`config.mk`:
```
export PLATFORM = sky130hd
export DESIGN_NAME = toggle_detect
export DESIGN_NICKNAME = d
export VERILOG_FILES = /design/src/rtl/toggle_pkg.sv /design/src/rtl/toggle_moore.sv /design/src/rtl/toggle_mealy_reg.sv /design/src/rtl/toggle_detect.sv
export SDC_FILE = /design/constraint.sdc
export NUM_CORES = 1
export LEC_CHECK = 0
export ABC_AREA = 1
export BUFFER_PORTS_ARGS = -buffer_cell sky130_fd_sc_hd__buf_4
export CORE_AREA = 2 2 39 41
export DETAILED_ROUTE_END_ITERATION = 8
export DIE_AREA = 0 0 41 43
export GPL_TIMING_DRIVEN = 0
export PLACE_DENSITY = 0.43
export RECOVER_POWER = 50
export SLEW_MARGIN = 20
export SYNTH_ARGS = -nofsm -noshare
export SYNTH_HDL_FRONTEND = slang
export SYNTH_SLANG_ARGS = --single-unit
export TNS_END_PERCENT = 50
```
`constraint.sdc`:
```
create_clock -name clk -period 0.8 [get_ports clk]
set_input_delay 0.08 -clock clk [delete_from_list [all_inputs] [get_ports clk]]
set_output_delay 0.08 -clock clk [all_outputs]
set_load 0.02 [all_outputs]
```
`src/rtl/toggle_pkg.sv`:
```
// Shared state types for the toggle detector.
// Assumes: both machines use a binary encoding with idle as the all-zero code.
package toggle_pkg;

    // States of the five-state machine; flag is decoded from ROSE and FELL.
    typedef enum logic [2:0] {
        MO_IDLE = 3'd0,  // no sample seen since reset
        MO_LOW  = 3'd1,  // last sample 0, no toggle
        MO_HIGH = 3'd2,  // last sample 1, no toggle
        MO_ROSE = 3'd3,  // last sample 1 after a 0
        MO_FELL = 3'd4   // last sample 0 after a 1
    } moore_st_t;

    // States of the three-state machine; only the last sample is stored.
    typedef enum logic [1:0] {
        ME_IDLE = 2'd0,  // no sample seen since reset
        ME_ZERO = 2'd1,  // last sample 0
        ME_ONE  = 2'd2   // last sample 1
    } mealy_st_t;

endpackage

```
`src/rtl/toggle_moore.sv`:
```
// Five-state detector whose flag depends on the state alone.
// Does: records the last sample and whether it was a toggle.
// Assumes: din is synchronous to clk; rst_n is synchronous, active low.
module toggle_moore
    import toggle_pkg::*;
(
    input  logic clk,
    input  logic rst_n,
    input  logic din,
    output logic flag
);

    moore_st_t state_q;
    moore_st_t state_d;

    // Next-state selection from the current state and the new sample.
    always_comb begin
        state_d = state_q;
        unique case (state_q)
            MO_IDLE: state_d = din ? MO_HIGH : MO_LOW;
            MO_LOW:  state_d = din ? MO_ROSE : MO_LOW;
            MO_HIGH: state_d = din ? MO_HIGH : MO_FELL;
            MO_ROSE: state_d = din ? MO_HIGH : MO_FELL;
            MO_FELL: state_d = din ? MO_ROSE : MO_LOW;
            default: state_d = MO_IDLE;
        endcase
    end

    // State register with synchronous reset to idle.
    always_ff @(posedge clk) begin
        if (!rst_n) state_q <= MO_IDLE;
        else        state_q <= state_d;
    end

    // Flag decode: high only in the two toggle states.
    always_comb begin
        flag = (state_q == MO_ROSE) || (state_q == MO_FELL);
    end

    // reset leaves the machine idle with the flag low.
    a_r1_reset_idle: assert property (@(posedge clk)
        !rst_n |=> (state_q == MO_IDLE) && !flag);

    // the sample taken from idle never flags.
    a_r2_first_quiet: assert property (@(posedge clk) disable iff (!rst_n)
        (state_q == MO_IDLE) |=> !flag);

    // a 1 after a stored 0 flags on the next cycle.
    a_r3_rise_flags: assert property (@(posedge clk) disable iff (!rst_n)
        ((state_q == MO_LOW || state_q == MO_FELL) && din) |=> flag);

    // a 0 after a stored 1 flags on the next cycle.
    a_r3_fall_flags: assert property (@(posedge clk) disable iff (!rst_n)
        ((state_q == MO_HIGH || state_q == MO_ROSE) && !din) |=> flag);

    // a repeated sample leaves the flag low.
    a_r4_steady_quiet: assert property (@(posedge clk) disable iff (!rst_n)
        ((state_q == MO_LOW || state_q == MO_FELL) && !din) |=> !flag);

endmodule

```
`src/rtl/toggle_mealy_reg.sv`:
```
// Three-state detector with its flag held in an output register.
// Does: forms the flag from state and input, then registers it.
// Assumes: din is synchronous to clk; rst_n is synchronous, active low.
module toggle_mealy_reg
    import toggle_pkg::*;
(
    input  logic clk,
    input  logic rst_n,
    input  logic din,
    output logic flag
);

    mealy_st_t state_q;
    mealy_st_t state_d;
    logic      flag_d;
    logic      flag_q;

    // Next state and unregistered flag from the state and the new sample.
    always_comb begin
        state_d = din ? ME_ONE : ME_ZERO;
        unique case (state_q)
            ME_IDLE: flag_d = 1'b0;
            ME_ZERO: flag_d = din;
            ME_ONE:  flag_d = !din;
            default: flag_d = 1'b0;
        endcase
    end

    // State and output registers with synchronous reset.
    always_ff @(posedge clk) begin
        if (!rst_n) begin
            state_q <= ME_IDLE;
            flag_q  <= 1'b0;
        end else begin
            state_q <= state_d;
            flag_q  <= flag_d;
        end
    end

    assign flag = flag_q;

    // reset leaves the machine idle with the flag low.
    a_r1_reset_clear: assert property (@(posedge clk)
        !rst_n |=> (state_q == ME_IDLE) && !flag);

    // a 1 after a stored 0 sets the registered flag.
    a_r5_rise_reg: assert property (@(posedge clk) disable iff (!rst_n)
        (state_q == ME_ZERO && din) |=> flag);

    // a repeated 1 leaves the registered flag low.
    a_r5_hold_reg: assert property (@(posedge clk) disable iff (!rst_n)
        (state_q == ME_ONE && din) |=> !flag);

endmodule

```
`src/rtl/toggle_detect.sv`:
```
// Top of the toggle detector: runs both machine styles on the same input.
// Does: exposes the state-decoded flag and the registered flag.
// Assumes: rst_n is synchronous, active low, and held for at least one edge.
module toggle_detect (
    input  logic clk,
    input  logic rst_n,
    input  logic din,
    output logic flag_moore,
    output logic flag_mealy
);

    // State-decoded detector.
    toggle_moore u_moore (
        .clk   (clk),
        .rst_n (rst_n),
        .din   (din),
        .flag  (flag_moore)
    );

    // Registered-output detector.
    toggle_mealy_reg u_mealy (
        .clk   (clk),
        .rst_n (rst_n),
        .din   (din),
        .flag  (flag_mealy)
    );

    // the two machines agree in every cycle out of reset.
    a_r6_flags_agree: assert property (@(posedge clk) disable iff (!rst_n)
        flag_moore == flag_mealy);

endmodule

```
==> impl_metrics.toml <==
[floorplan]
start_util_pct = 15.5
die_w_um = 41
core-area_sq_um = 1380
dieArea_sq_um = 1760
rows = 14
fp.dieH_um = 43
ios = 5

[placed_design]
io_buffer_count = 4
dp_hpwl_um = 294
dp_cells = 49
place_congestion = 0.596

[global_routing]
grt_max_degree = 6
grt_pass1_vias = 175
antenna_found_initial = 0
grt_usage_pct = 6.43
grt_pass1_wl_um = 703
grt-ovfl-total = 0

[status]
outcome = "complete, but fails checks"
violations = "setup timing"

[worst_setup_path]
cp-end-kind = "output port"
startpoint_type = "flip-flop"
worstPathRequired_ps = 720
cp.arrival_ps = 920
path_class = "flip-flop to output port"
cp_max_fo = 5

[flow_run]
max_cap_violations = 0

[detailed_routing]
drt_iter0_drc = 0
first_pass_iters = 1
viasPerCell = 3.67
num_vias = 191
drc = 0
wirelength_um = 380
wire_per_inst_um = 7.31
final_antenna_net_count = 0

[pwr]
power.leakage_nw = 0.146
total_power_mw = 0.649
comb_power_share_pct = 8.4
p_switching_mw = 0.140
power_density_nw_per_um2 = 2130
vdd_ir_drop_max_uv = 661
internal-power_mw = 0.509
pwr-share-seq_pct = 50.5
clockPowerShare_pct = 41.1
switching_share_pct = 21.5

[timing]
whs_ps = 59.2
max_clock_freq_ghz = 0.995
rsz0062_at_grt = "yes"
setup_viol = 1
worst_pin_slew_ps = 184
fin_crit_ps = 1000
setup_ws_ps = -205
slew_headroom_pct = 87.7
finalClockSkew_ps = 0.171
drv_slew = 0
finalHoldViolations = 0
fin_crit_sh_pct = 126

[clock_tree]
insertion_delay_ps = 240
cts_tree = "built"
post_cts_buffers = 0
cts_buffers = 3
clkTransAtPathRegs_ps = 40
root_buffer = "clkbuf_4"
clock_sinks = 6
hold_buffers = 0
cts_max_level = 1
clock_path_buffers = 2

[layout]
drive_gt1_share_pct = 41.7
final_cell_mix = "nor2_1, nand2_1, inv_1"
syn2layout_area_growth_pct = 42.1
fin_cells = 52
nNetsFinal = 41
n_antenna_cell = 0
final_common_cell = "nor2_1"

[synthesis]
syn_inst = 29
yosys_warnings = 0
yosysUniqueCellTypes = 9
syn-num-nets = 32
syn_area_sq_um = 214
ys_seq_area_share_pct = 56.1
synth_seq_cells = 6
syn_avg_cell_area_sq_um = 7.38

[min_path]
worstHoldPathType = "input port to flip-flop"
path summary, 6_finish.rpt:
path	slack [ps]	to	from	cells past startpoint
max reg2reg	130	u_moore.state_q[0]$_SDFF_PN0_	u_moore.state_q[2]$_SDFF_PN0_	4
min	60	u_mealy.state_q[0]$_SDFF_PN0_	din	2
min reg2reg	450	u_moore.state_q[2]$_SDFF_PN0_	u_moore.state_q[2]$_SDFF_PN0_	1
max	-200	flag_moore	u_moore.state_q[2]$_SDFF_PN0_	4
state kept, by name, summed over array words and instances, names as in the netlist:
register,flops
u_mealy.flag,1
u_moore.state_q,3
u_mealy.state_q,2
worst max-delay path, cell delays in order (launching register included):
cell and delay, ps:
dfxtp_4 360, nand2_2 70, nand2_2 60, nor2_2 90
buf_6 120
layer usage:
| layer | global-route usage, % | share of wire, % |
|---|---|---|
| met5 | 0 | 0 |
| met4 | 6.00 | 0 |
| met3 | 5.24 | 12 |
| met2 | 5.94 | 43 |
| met1 | 8.39 | 45 |
cells by family (layout without fill, tap and decap cells):
logic type             Yosys count  after routing  synth area share (%)
AND/OR/NAND/NOR                 17             17                  32.7
flip-flops                       6              6                  56.1
buffers and inverters            5             12                  8.77
AO/OA/AOI/OAI                    1              1                  2.34
layout make-up:
class / instances / area [sq um]
multi-input combinational: 18 / 86.3
fill: 161 / 1080
tap: 16 / 20.0
clock buffer: 3 / 22.5
inverter: 5 / 18.8
sequential: 6 / 126
timing repair buffer: 4 / 30.0
metrics by stage:
step                      worst slack [ps]  util [%]  cell area [sq um]  setup TNS, ps
after floorplan                       44.5         -                216              0
after global placement               -31.9      19.3                267          -31.9
after detailed placement             -32.6      19.3                267          -32.6
after CTS                             -213      22.1                305           -213
after global routing                  -257      22.0                304           -257
final                                 -205      22.0                304           -205
cell usage after synthesis (all sizes together):
library cell / n / area share (%)
nand4: 1 / 2.9
nor2: 7 / 13
dfxtp: 6 / 56
nand3: 1 / 2.3
nand2: 8 / 14
inv: 5 / 8.8
a21oi: 1 / 2.3
power groups by stage:
stage / Combinational [mW] / Clock [mW] / Sequential [mW]
detailed placement: 0.0550 / 0 / 0.331
floorplan: 0.0282 / 0 / 0.332
global placement: 0.0548 / 0 / 0.330
finish: 0.0547 / 0.266 / 0.328
CTS: 0.0592 / 0.286 / 0.329
global route: 0.0637 / 0.309 / 0.329
repair_timing:
| item | in CTS | in global routing |
|---|---|---|
| endpoints found under the setup margin | 1 | 1 |
| pin swaps | 1 | 0 |
| resized for setup | 7 | 2 |
Note: power is estimated with default switching activity, not from simulation.
